==> config.mk <==
export PLATFORM = sky130hd
export DESIGN_NAME = fmares_top
export DESIGN_NICKNAME = d
export VERILOG_FILES = /design/src/rtl/fmares_pkg.sv /design/src/rtl/fmares_classify.sv /design/src/rtl/fmares_priority.sv /design/src/rtl/fmares_top.sv
export SDC_FILE = /design/constraint.sdc
export NUM_CORES = 1
export LEC_CHECK = 0
export BUFFER_PORTS_ARGS = -buffer_cell sky130_fd_sc_hd__buf_2
export CORE_UTILIZATION = 36
export DETAILED_ROUTE_END_ITERATION = 10
export PLACE_DENSITY = 0.86
export SYNTH_ARGS = -nofsm -noshare
export SYNTH_HDL_FRONTEND = slang
export SYNTH_SLANG_ARGS = --single-unit
==> constraint.sdc <==
create_clock -name clk -period 2.3 [get_ports clk]
set_input_delay 0.46 -clock clk [delete_from_list [all_inputs] [get_ports clk]]
set_output_delay 0.46 -clock clk [all_outputs]
set_load 0.005 [all_outputs]
==> src/rtl/fmares_pkg.sv <==
package fmares_pkg;

    localparam int EXP_W = 8;
    localparam int MAN_W = 23;
    localparam int FP_W  = 1 + EXP_W + MAN_W;

    localparam logic [FP_W-1:0] CODE_NAN_IN   = 32'h7FC0_0000;
    localparam logic [FP_W-1:0] CODE_INF_DIFF = 32'h7FC0_0001;
    localparam logic [FP_W-1:0] CODE_INF_ZERO = 32'h7FC0_0002;

    typedef struct packed {
        logic             sign;
        logic [EXP_W-1:0] exp;
        logic [MAN_W-1:0] man;
    } fp_t;

    typedef struct packed {
        logic sign;
        logic exp_max;
        logic is_nan;
        logic is_inf;
        logic is_zero;
    } cls_t;

    typedef enum logic [1:0] {
        CAUSE_NONE,
        CAUSE_NAN,
        CAUSE_INF_ZERO,
        CAUSE_INF_DIFF
    } cause_e;

    function automatic fp_t flush_denorm(fp_t x);
        fp_t y;
        y = x;
        if (x.exp == '0) y.man = '0;
        return y;
    endfunction

    function automatic logic [FP_W-1:0] cause_code(cause_e c, logic [FP_W-1:0] raw);
        logic [FP_W-1:0] r;
        case (c)
            CAUSE_NAN:      r = CODE_NAN_IN;
            CAUSE_INF_ZERO: r = CODE_INF_ZERO;
            CAUSE_INF_DIFF: r = CODE_INF_DIFF;
            default:        r = raw;
        endcase
        return r;
    endfunction

endpackage

==> src/rtl/fmares_classify.sv <==
module fmares_classify
    import fmares_pkg::*;
(
    input  fp_t  opnd,
    output cls_t cls
);
    fp_t flushed;

    always_comb begin
        flushed     = flush_denorm(opnd);
        cls.sign    = flushed.sign;
        cls.exp_max = &flushed.exp;
        cls.is_nan  = cls.exp_max & (|flushed.man);
        cls.is_inf  = cls.exp_max & ~(|flushed.man);
        cls.is_zero = (flushed.exp == '0);
    end
endmodule

==> src/rtl/fmares_priority.sv <==
module fmares_priority
    import fmares_pkg::*;
(
    input  cls_t   cls_a,
    input  cls_t   cls_b,
    input  cls_t   cls_c,
    input  logic   op_sub,
    output cause_e cause
);
    logic any_nan;
    logic mul_bad;
    logic eff_c_sign;
    logic diff_bad;

    always_comb begin
        any_nan    = cls_a.is_nan | cls_b.is_nan | cls_c.is_nan;
        mul_bad    = (cls_a.is_inf & cls_b.is_zero) | (cls_a.is_zero & cls_b.is_inf);
        eff_c_sign = cls_c.sign ^ op_sub;
        diff_bad   = (cls_a.exp_max | cls_b.exp_max) & cls_c.exp_max
                   & (cls_a.sign ^ cls_b.sign ^ eff_c_sign);
        if (any_nan)       cause = CAUSE_NAN;
        else if (mul_bad)  cause = CAUSE_INF_ZERO;
        else if (diff_bad) cause = CAUSE_INF_DIFF;
        else               cause = CAUSE_NONE;
    end
endmodule

==> src/rtl/fmares_top.sv <==
module fmares_top
    import fmares_pkg::*;
(
    input  logic            clk,
    input  logic            rst,
    input  logic            in_valid,
    input  logic            op_sub,
    input  logic [FP_W-1:0] opnd_a,
    input  logic [FP_W-1:0] opnd_b,
    input  logic [FP_W-1:0] opnd_c,
    input  logic [FP_W-1:0] core_result,
    input  logic            core_invalid,
    output logic            out_valid,
    output logic [FP_W-1:0] out_result,
    output logic            out_invalid
);
    localparam int N_OPND = 3;

    fp_t    opnds [N_OPND];
    cls_t   cls   [N_OPND];
    cause_e cause;
    logic [FP_W-1:0] final_res;

    assign opnds[0] = opnd_a;
    assign opnds[1] = opnd_b;
    assign opnds[2] = opnd_c;

    for (genvar i = 0; i < N_OPND; i++) begin : g_cls
        fmares_classify u_cls (
            .opnd (opnds[i]),
            .cls  (cls[i])
        );
    end

    fmares_priority u_prio (
        .cls_a  (cls[0]),
        .cls_b  (cls[1]),
        .cls_c  (cls[2]),
        .op_sub (op_sub),
        .cause  (cause)
    );

    always_comb begin
        final_res = core_invalid ? cause_code(cause, core_result) : core_result;
    end

    always_ff @(posedge clk) begin
        if (rst) begin
            out_valid   <= 1'b0;
            out_result  <= '0;
            out_invalid <= 1'b0;
        end else begin
            out_valid <= in_valid;
            if (in_valid) begin
                out_result  <= final_res;
                out_invalid <= core_invalid;
            end
        end
    end


    vld_follow_chk: assert property (@(posedge clk) disable iff (rst)
        out_valid == $past(in_valid) || $past(rst));


    rst_clear_chk: assert property (@(posedge clk)
        rst |=> (!out_valid && out_result == '0 && !out_invalid));


    pass_thru_chk: assert property (@(posedge clk) disable iff (rst)
        (in_valid && !core_invalid) |=> out_result == $past(core_result));


    hold_chk: assert property (@(posedge clk) disable iff (rst)
        !in_valid |=> ($stable(out_result) && $stable(out_invalid)));


    nan_code_chk: assert property (@(posedge clk) disable iff (rst)
        (in_valid && core_invalid && (cls[0].is_nan || cls[1].is_nan || cls[2].is_nan))
        |=> out_result == CODE_NAN_IN);


    inf_zero_chk: assert property (@(posedge clk) disable iff (rst)
        (in_valid && core_invalid && !cls[0].is_nan && !cls[1].is_nan && !cls[2].is_nan
         && ((cls[0].is_inf && cls[1].is_zero) || (cls[0].is_zero && cls[1].is_inf)))
        |=> out_result == CODE_INF_ZERO);

endmodule

Word-level counts from Yosys, hierarchy flattened
Index checks and enable logic that the tools add are counted.

storage, ports and cells
  register bits = 34
  input bits = 133
  output and inout bits = 34
  word-level logic and storage cells = 41

operators by class
  eq/ne operators = 3
  muxes and demuxes = 8
  bitwise operators = 18
  reductions and logical operators = 9

operators with widths
  cell                  number
  $pmux W32 S3          1
  $mux W23              3
  $reduce_or A23 Y1     3
  $mux W32              1
  $logic_not A8 Y1      3
  $reduce_and A8 Y1     3
  $and A1 B1 Y1         9
  $mux W2               3
  $eq A2 B2 Y1 const B  2
  $or A1 B1 Y1          4
  $xor A1 B1 Y1         3
  $eq A2 B1 Y1 const B  1
  $not A1 Y1            2

Depth between registers and ports, before layout
Gate-level depths: netlist (run 1).

  word-level depth = 12
  depth in mapped cells = 7

By module
From an unflattened synthesis (run 1), not the netlist that was laid out.

second synthesis, totals
  cells, all modules = 166
  area total of the unflattened synthesis = 1551.5 um^2

modules (own cells, without submodules)
  module           times used  cells each  area an instance (um^2)
  fmares_top       1           105         1149.9
  fmares_classify  3           17          108.9
  fmares_priority  1           10          75.1

Worst setup path before layout (run 1)
No wires, ideal clock.

  kind = input-to-reg
  start = input opnd_a[28]
  end = register out_result[10]
  arrival time = 1.898 ns
  path slack = 0.288 ns
  cell stages on the path = 7
  buffers on the path = 1
  cells stage by stage = or4_1 > nor2_1 > and4bb_1 > o22a_2 > nor4b_4 > buf_6 > a21o_1

on the way
  word-level cells in the longest chain between the ends = 12
  elaborated cells on any way between the ends = 23

RTL lines
  element                                              RTL line                                      source
  start, declared                                      fmares_top.sv:8                               input logic [FP_W-1:0] opnd_a,
  $logic_not A8 Y1                                     fmares_pkg.sv:35, fmares_classify.sv:15
  $mux W23                                             fmares_pkg.sv:35                              if (x.exp == '0) y.man = '0;
  $reduce_or A23 Y1                                    fmares_classify.sv:13, fmares_classify.sv:14
  $not A1 Y1                                           fmares_classify.sv:14                         cls.is_inf = cls.exp_max & ~(|flushed.man);
  $and A1 B1 Y1                                        fmares_classify.sv:14
  $and A1 B1 Y1                                        fmares_priority.sv:17                         mul_bad = (cls_a.is_inf & cls_b.is_zero) | (cls_a.is_zero & cls_b.is_inf);
  $or A1 B1 Y1                                         fmares_priority.sv:17
  $mux W2                                              fmares_priority.sv:22                         else if (mul_bad) cause = CAUSE_INF_ZERO;
  $mux W2 *                                            fmares_priority.sv:21                         if (any_nan) cause = CAUSE_NAN;
  $eq A2 B2 Y1 / $eq A2 B1 Y1 (equally long branches)  fmares_pkg.sv:41                              case (c)
  $pmux W32 S3 *                                       fmares_pkg.sv:41
  $mux W32 *                                           fmares_top.sv:44                              final_res = core_invalid ? cause_code(cause, core_result) : core_result;
  end signal, assigned                                 fmares_top.sv:55                              out_result <= final_res;
  end, declared                                        fmares_top.sv:14                              output logic [FP_W-1:0] out_result,

Mark *: on every way between the ends. The rest lies on a longest branch, timed or not.
A chain may end at the register's enable or synchronous reset.

Worst setup path after layout (run 1)
  start = input opnd_a[28]
  end = register out_result[30]

The elaborated chain is that of the path after synthesis.

==> results of run 1 <==
-- timing repair --
item | in CTS | in global routing
pin swaps | 1 | 2
hold buffers | 0 | 0
setup buffers | 0 | 2
cloned | 1 | 0
resized for setup | 1 | 0
endpoints found under the setup margin | 21 | 20
-- path summary, 6_finish.rpt --
| check | slack, ns | depth (start not counted) | to | from |
|---|---|---|---|---|
| hold reg to reg | 0.48 | 2 | out_result[1] | out_result[1] |
| setup reg to reg | 1.51 | 2 | out_result[10] | out_result[10] |
| hold / removal | 0.39 | 2 | out_result[18] | core_result[18] |
| setup / recovery | 0.16 | 9 | out_result[30] | opnd_a[28] |
-- flip-flops by register name, summed over array words and instances (netlist names) --
register	flops
out_invalid	1
out_valid	1
out_result	32
-- power groups by stage --
stage	sequential (mW)	combinational, mW	clock (mW)
CTS	0.659	0.315	0.429
global placement	0.670	0.303	0
global route	0.664	0.348	0.452
finish	0.660	0.316	0.416
floorplan	0.676	0.118	0
detailed placement	0.671	0.312	0
-- metrics by stage --
stage / total power [mW] / hold slack, ns / setup TNS (ns) / utilization / setup WS [ns]
after floorplan: 0.794 / 0.469 / 0 / - / 0.288
final: 1.39 / 0.395 / 0 / 0.606 / 0.157
after global placement: 0.973 / 0.464 / -6.57 / 0.579 / -0.305
after detailed placement: 0.983 / 0.476 / -8.00 / 0.579 / -0.356
after CTS: 1.40 / 0.385 / 0 / 0.603 / 0.00165
after global routing: 1.46 / 0.388 / 0 / 0.606 / 0.0165
-- worst max-delay path, cell delays in order --
cell	delay [ns]
buf_2	0.10
or4_1	0.51
nor2_1	0.16
and4bb_1	0.22
o22a_2	0.24
buf_4	0.16
nor4b_4	0.04
buf_4	0.18
a211oi_1	0.25
-- cell type report --
class	instances	area (µm²)	area share
tap	52	65.1	0.0238
timing repair buffer	174	903	0.331
inverter	10	37.5	0.0137
sequential	34	681	0.249
multi-input combinational	127	962	0.352
clock buffer	6	82.6	0.0302
-- per-layer routing --
metal,share of wire,vias up,global-route usage
li1,-,1057,-
met1,0.44,980,0.282
met2,0.49,102,0.388
met3,0.070,7,0.0534
met4,0.0079,0,0.0489
met5,0,-,0
-- placed cells by master, fill, tap and decap left out, drive strengths merged --
cell | synthesis | routed
nor3b | 1 | 1
a211oi | 9 | 9
buf | 3 | 174
inv | 10 | 10
xor2 | 1 | 1
o21ai | 3 | 3
a22o | 22 | 22
o21a | 1 | 1
xnor2 | 2 | 2
nor2b | 1 | 1
o2111a | 1 | 1
o22a | 1 | 1
nand2 | 3 | 3
nand2b | 1 | 1
or4 | 2 | 2
nand4 | 9 | 9
and4bb | 1 | 1
nor4b | 2 | 3
a211o | 1 | 1
o22ai | 9 | 9
dfxtp | 34 | 34
a21oi | 1 | 1
a21o | 21 | 21
clkbuf | 2 | 6
nor2 | 9 | 9
nor4 | 18 | 18
nor3 | 3 | 3
and3 | 2 | 2
o311ai | 1 | 1
mux2i | 1 | 1
-- cell families after synthesis --
family | after synthesis | synth area share
flip-flops | 34 | 0.393
buffers and inverters | 19 | 0.0657
AO/OA/AOI/OAI | 70 | 0.326
XOR/XNOR | 3 | 0.0152
AND/OR/NAND/NOR | 52 | 0.194
multiplexers | 1 | 0.00578
==> results_dict.tcl, run 1 <==
set metrics [dict create \
    slew_headroom 0.385 \
    wl_per_cell_um 14.1 \
    rsz0062_at_grt "no" \
    via_per_inst 5.33 \
    cts_htree_levels 2 \
    cts_tree "yes" \
    synth_area_leaders "dfxtp_1, a22o_2, a21o_1, nor4_1, a211oi_1" \
    syn2layout_area_growth_pct 57.6 \
    pwr-share-comb 0.227 \
    vias 2146 \
    final_cells 403 \
    clk_latency_ns 0.27 \
    violations "design-rule violations" \
    synthCells 179 \
    cts_sinks 34 \
    end_kind "flop" \
    insertedDiodeCount 0 \
    status "finished with violations" \
    dpl_cell_area_um2 2610 \
    async_flop_share 0 \
    nFillCells 400 \
    grt_overflow_total 0 \
    finClkSkew_ns 0 \
    synth_edf_count 0 \
    ir_drop_mv 0.462 \
    cp_max_fo 9 \
    core_area_um2 4500 \
    setup_viol 0 \
    grt_pass1_wl_um 9040 \
    syn_avg_cell_area_um2 9.68 \
    start_kind "primary input" \
    antenna_found_initial 0 \
    tightest_slew_ns 0.909 \
    power.internal_mw 1.05 \
    finalCritPeriodShare 0.932 \
    place_congestion 0.852 \
    hpwl_um 4510 \
    grt_pass1_vias 1996 \
    grt_use_total 0.224 \
    num_io_pins 167 \
    design_area_um2 2730 \
    seq_area_frac_synth 0.393 \
    initial_core_util 0.385 \
    swShare 0.243 \
    p_seq_frac 0.474 \
    die_h_um 71.4 \
    root_buffer "clkbuf_8" \
    drc 7 \
    maxCapViolCount 0 \
    synth_warnings 0 \
    drt-pass1-iter-count 8 \
    place_inst 394 \
    min_period_ns 2.14 \
    worstPathRequired_ns 2.48 \
    dieArea_um2 5100 \
    synth.distinct_cells 37 \
    fmax_ghz 0.467 \
    syn_area_um2 1730 \
    synth_largest_area_cell "dfxtp_1" \
    min_path_type "primary input to flop" \
    p_leak_nw 1.53 \
    yosysMostFrequentCell "dfxtp_1" \
    drv_slew 0 \
    io_buffers 166 \
    drt_iter0_drc 84 \
    fin_nets 485 \
    ant_nets 0 \
    hold_violations 0 \
    synth_flop_cell "dfxtp_1" \
    cts_buffer_depth 2 \
    clockPowerShare 0.299 \
    cp.arrival_ns 2.32 \
    die_w_um 71.4 \
    synth-seq-cells 34 \
    finalWirelength_um 5700 \
    cts_buffers 5 \
    drive_above_1_share 0.581 \
    p_switching_uw 339 \
    rows 24 \
    criticalPathCategory "primary input to flop" \
    yosysTopAreaCellShare 0.393 \
    syn-num-nets 312 \
    grt_max_degree 22 \
    p_per_area_nw_per_um2 509 \
    synthTopCellsByCount "dfxtp_1, a21o_1, a22o_2" \
    cts.clk_slew.worst_paths_ns 0.06 \
]
Power figures use the tool's default switching activity.
==> run 2, diff against run 1 <==
--- a/config.mk
+++ b/config.mk
@@ -6,6 +6,7 @@
 export NUM_CORES = 1
 export LEC_CHECK = 0
 export BUFFER_PORTS_ARGS = -buffer_cell sky130_fd_sc_hd__buf_2
+export CORE_MARGIN = 8
 export CORE_UTILIZATION = 36
 export DETAILED_ROUTE_END_ITERATION = 10
 export PLACE_DENSITY = 0.86
==> run 2 against run 1 <==
The run now ends clean. Count of clock-buffer cells in the layout rose by 1. Global-route usage decreased by 3.9 points. Clock power is 28% higher. Largest cell class unchanged.
==> results_dict.tcl, run 2 (same netlist as run 1, synthesis figures left out) <==
set metrics [dict create \
    drt_iter0_drc 53 \
    r2r-start "out_result[14]" \
    cts_hold_buf 0 \
    core_area_um2 4690 \
    drt-pass1-iter-count 4 \
    syn2layout_area_growth_pct 60.9 \
    grt_pass1_wl_um 11100 \
    drc 0 \
    worstPathRequired_ns 2.49 \
    num_io_pins 167 \
    cts_buffers 5 \
    cp_max_fo 9 \
    dp_slack_ns -0.432 \
    via_per_inst 5.33 \
    setup_viol 0 \
    criticalPathCategory "primary input to flop" \
    startpoint "opnd_a[28]" \
    cts_htree_levels 2 \
    nFillCells 416 \
    reg_top3 "out_result: 32 flops, out_invalid: 1 flops, out_valid: 1 flops" \
    dieArea_um2 7290 \
    start_kind "primary input" \
    drive_above_1_share 0.584 \
    wl_per_cell_um 16.5 \
    worst_slack_ns 0.165 \
    grt_use_total 0.185 \
    cts.clk_slew.worst_paths_ns 0.07 \
    hp-start "core_result[12]" \
    cts_buffer_depth 2 \
    die_w_um 85.4 \
    hold_violations 0 \
    r2r_cells 2 \
    die_h_um 85.4 \
    finalWirelength_um 6780 \
    grt_max_degree 22 \
    mostFrequentLayoutCell "buf_2" \
    grt_overflow_total 0 \
    dpl_cell_area_um2 2620 \
    cts_tree "yes" \
    min_period_ns 2.14 \
    ant_nets 0 \
    design_area_um2 2790 \
    largest_reg_flops 32 \
    place_inst 397 \
    fmax_ghz 0.468 \
    holdPathStages 2 \
    antenna_found_initial 0 \
    insertedDiodeCount 0 \
    finalCritPeriodShare 0.928 \
    hpwl_um 5470 \
    regArea_um2 681 \
    vias 2186 \
    fin_nets 488 \
    rsz0062_at_grt "no" \
    grt_pass1_vias 2375 \
    final_cell_mix "buf_2, dfxtp_1, a21o_1" \
    ir_drop_mv 0.266 \
    initial_core_util 0.369 \
    io_buffers 166 \
    status "complete, no violations" \
    top_register "out_result" \
    maxCapViolCount 0 \
    root_buffer "clkbuf_8" \
    place_congestion 0.839 \
    drv_slew 0 \
    hold_ws_ns 0.387 \
    final_cells 410 \
    end_kind "flop" \
    multiInputGateArea_um2 970 \
    finalPower_mw 1.51 \
    finClkSkew_ns 0 \
    rows 25 \
    p_leak_nw 1.56 \
    min_path_type "primary input to flop" \
    p_per_area_nw_per_um2 543 \
    slew_headroom 0.588 \
    clk_latency_ns 0.28 \
    cts_sinks 34 \
    tightest_slew_ns 0.617 \
    cp.arrival_ns 2.32 \
]
## run 2: changes by cell type in the layout (fill, tap and decap cells not counted)
cell / before / now
clkbuf_8: 6 / 5
o311ai_2: 0 / 1
bufinv_16: 0 / 1
o311ai_1: 1 / 0
buf_4: 7 / 10
o21ai_0: 2 / 1
clkbuf_1: 0 / 2
o21ai_1: 1 / 2
## run 2: final cells by class
cell class | count | area share
multi-input combinational | 127 | 0.348
timing repair buffer | 177 | 0.332
sequential | 34 | 0.244
clock buffer | 7 | 0.0274
tap | 54 | 0.0242
inverter | 10 | 0.0135
clock inverter | 1 | 0.0108
## run 2: metrics by stage
step	utilization	setup TNS [ns]
2_1_floorplan	-	0
3_3_place_gp	0.558	-6.91
3_5_place_dp	0.558	-10.38
4_1_cts	0.588	-0.311
5_1_grt	0.594	0
6_report	0.594	0
## run 2: path summary, 6_finish.rpt
path,endpoint,slack [ns]
worst max register to register,out_result[14],1.50
worst max-delay path,out_result[26],0.16
worst min-delay path,out_result[12],0.39
worst min register to register,out_result[1],0.48
## run 2: where the power goes
part / internal, mW / leakage [nW] / switching, mW
clock: 0.324 / 0.0524 / 0.208
sequential: 0.636 / 0.282 / 0.0236
combinational: 0.189 / 1.22 / 0.134
total: 1.15 / 1.56 / 0.365
## run 2: metal layers
metal / vias up / share of wire / track usage
met1: 1012 / 0.41 / 0.197
met5: - / 0 / 0
met3: 11 / 0.093 / 0.0811
met2: 93 / 0.48 / 0.328
met4: 0 / 0.013 / 0.0430
li1: 1070 / - / -
## run 2: critical path, stage by stage
cell      delay (ns)
buf_2           0.11
or4_1           0.52
nor2_1          0.15
and4bb_1        0.21
o22a_2          0.24
buf_4           0.16
nor4b_4         0.04
buf_4           0.18
a211oi_1        0.25
## run 2: timing repair
action,4_1_cts,5_1_grt
endpoints found under the setup margin,21,30
gates cloned,1,0
buffers inserted,0,4
pin swaps,0,3
resized for setup,2,1
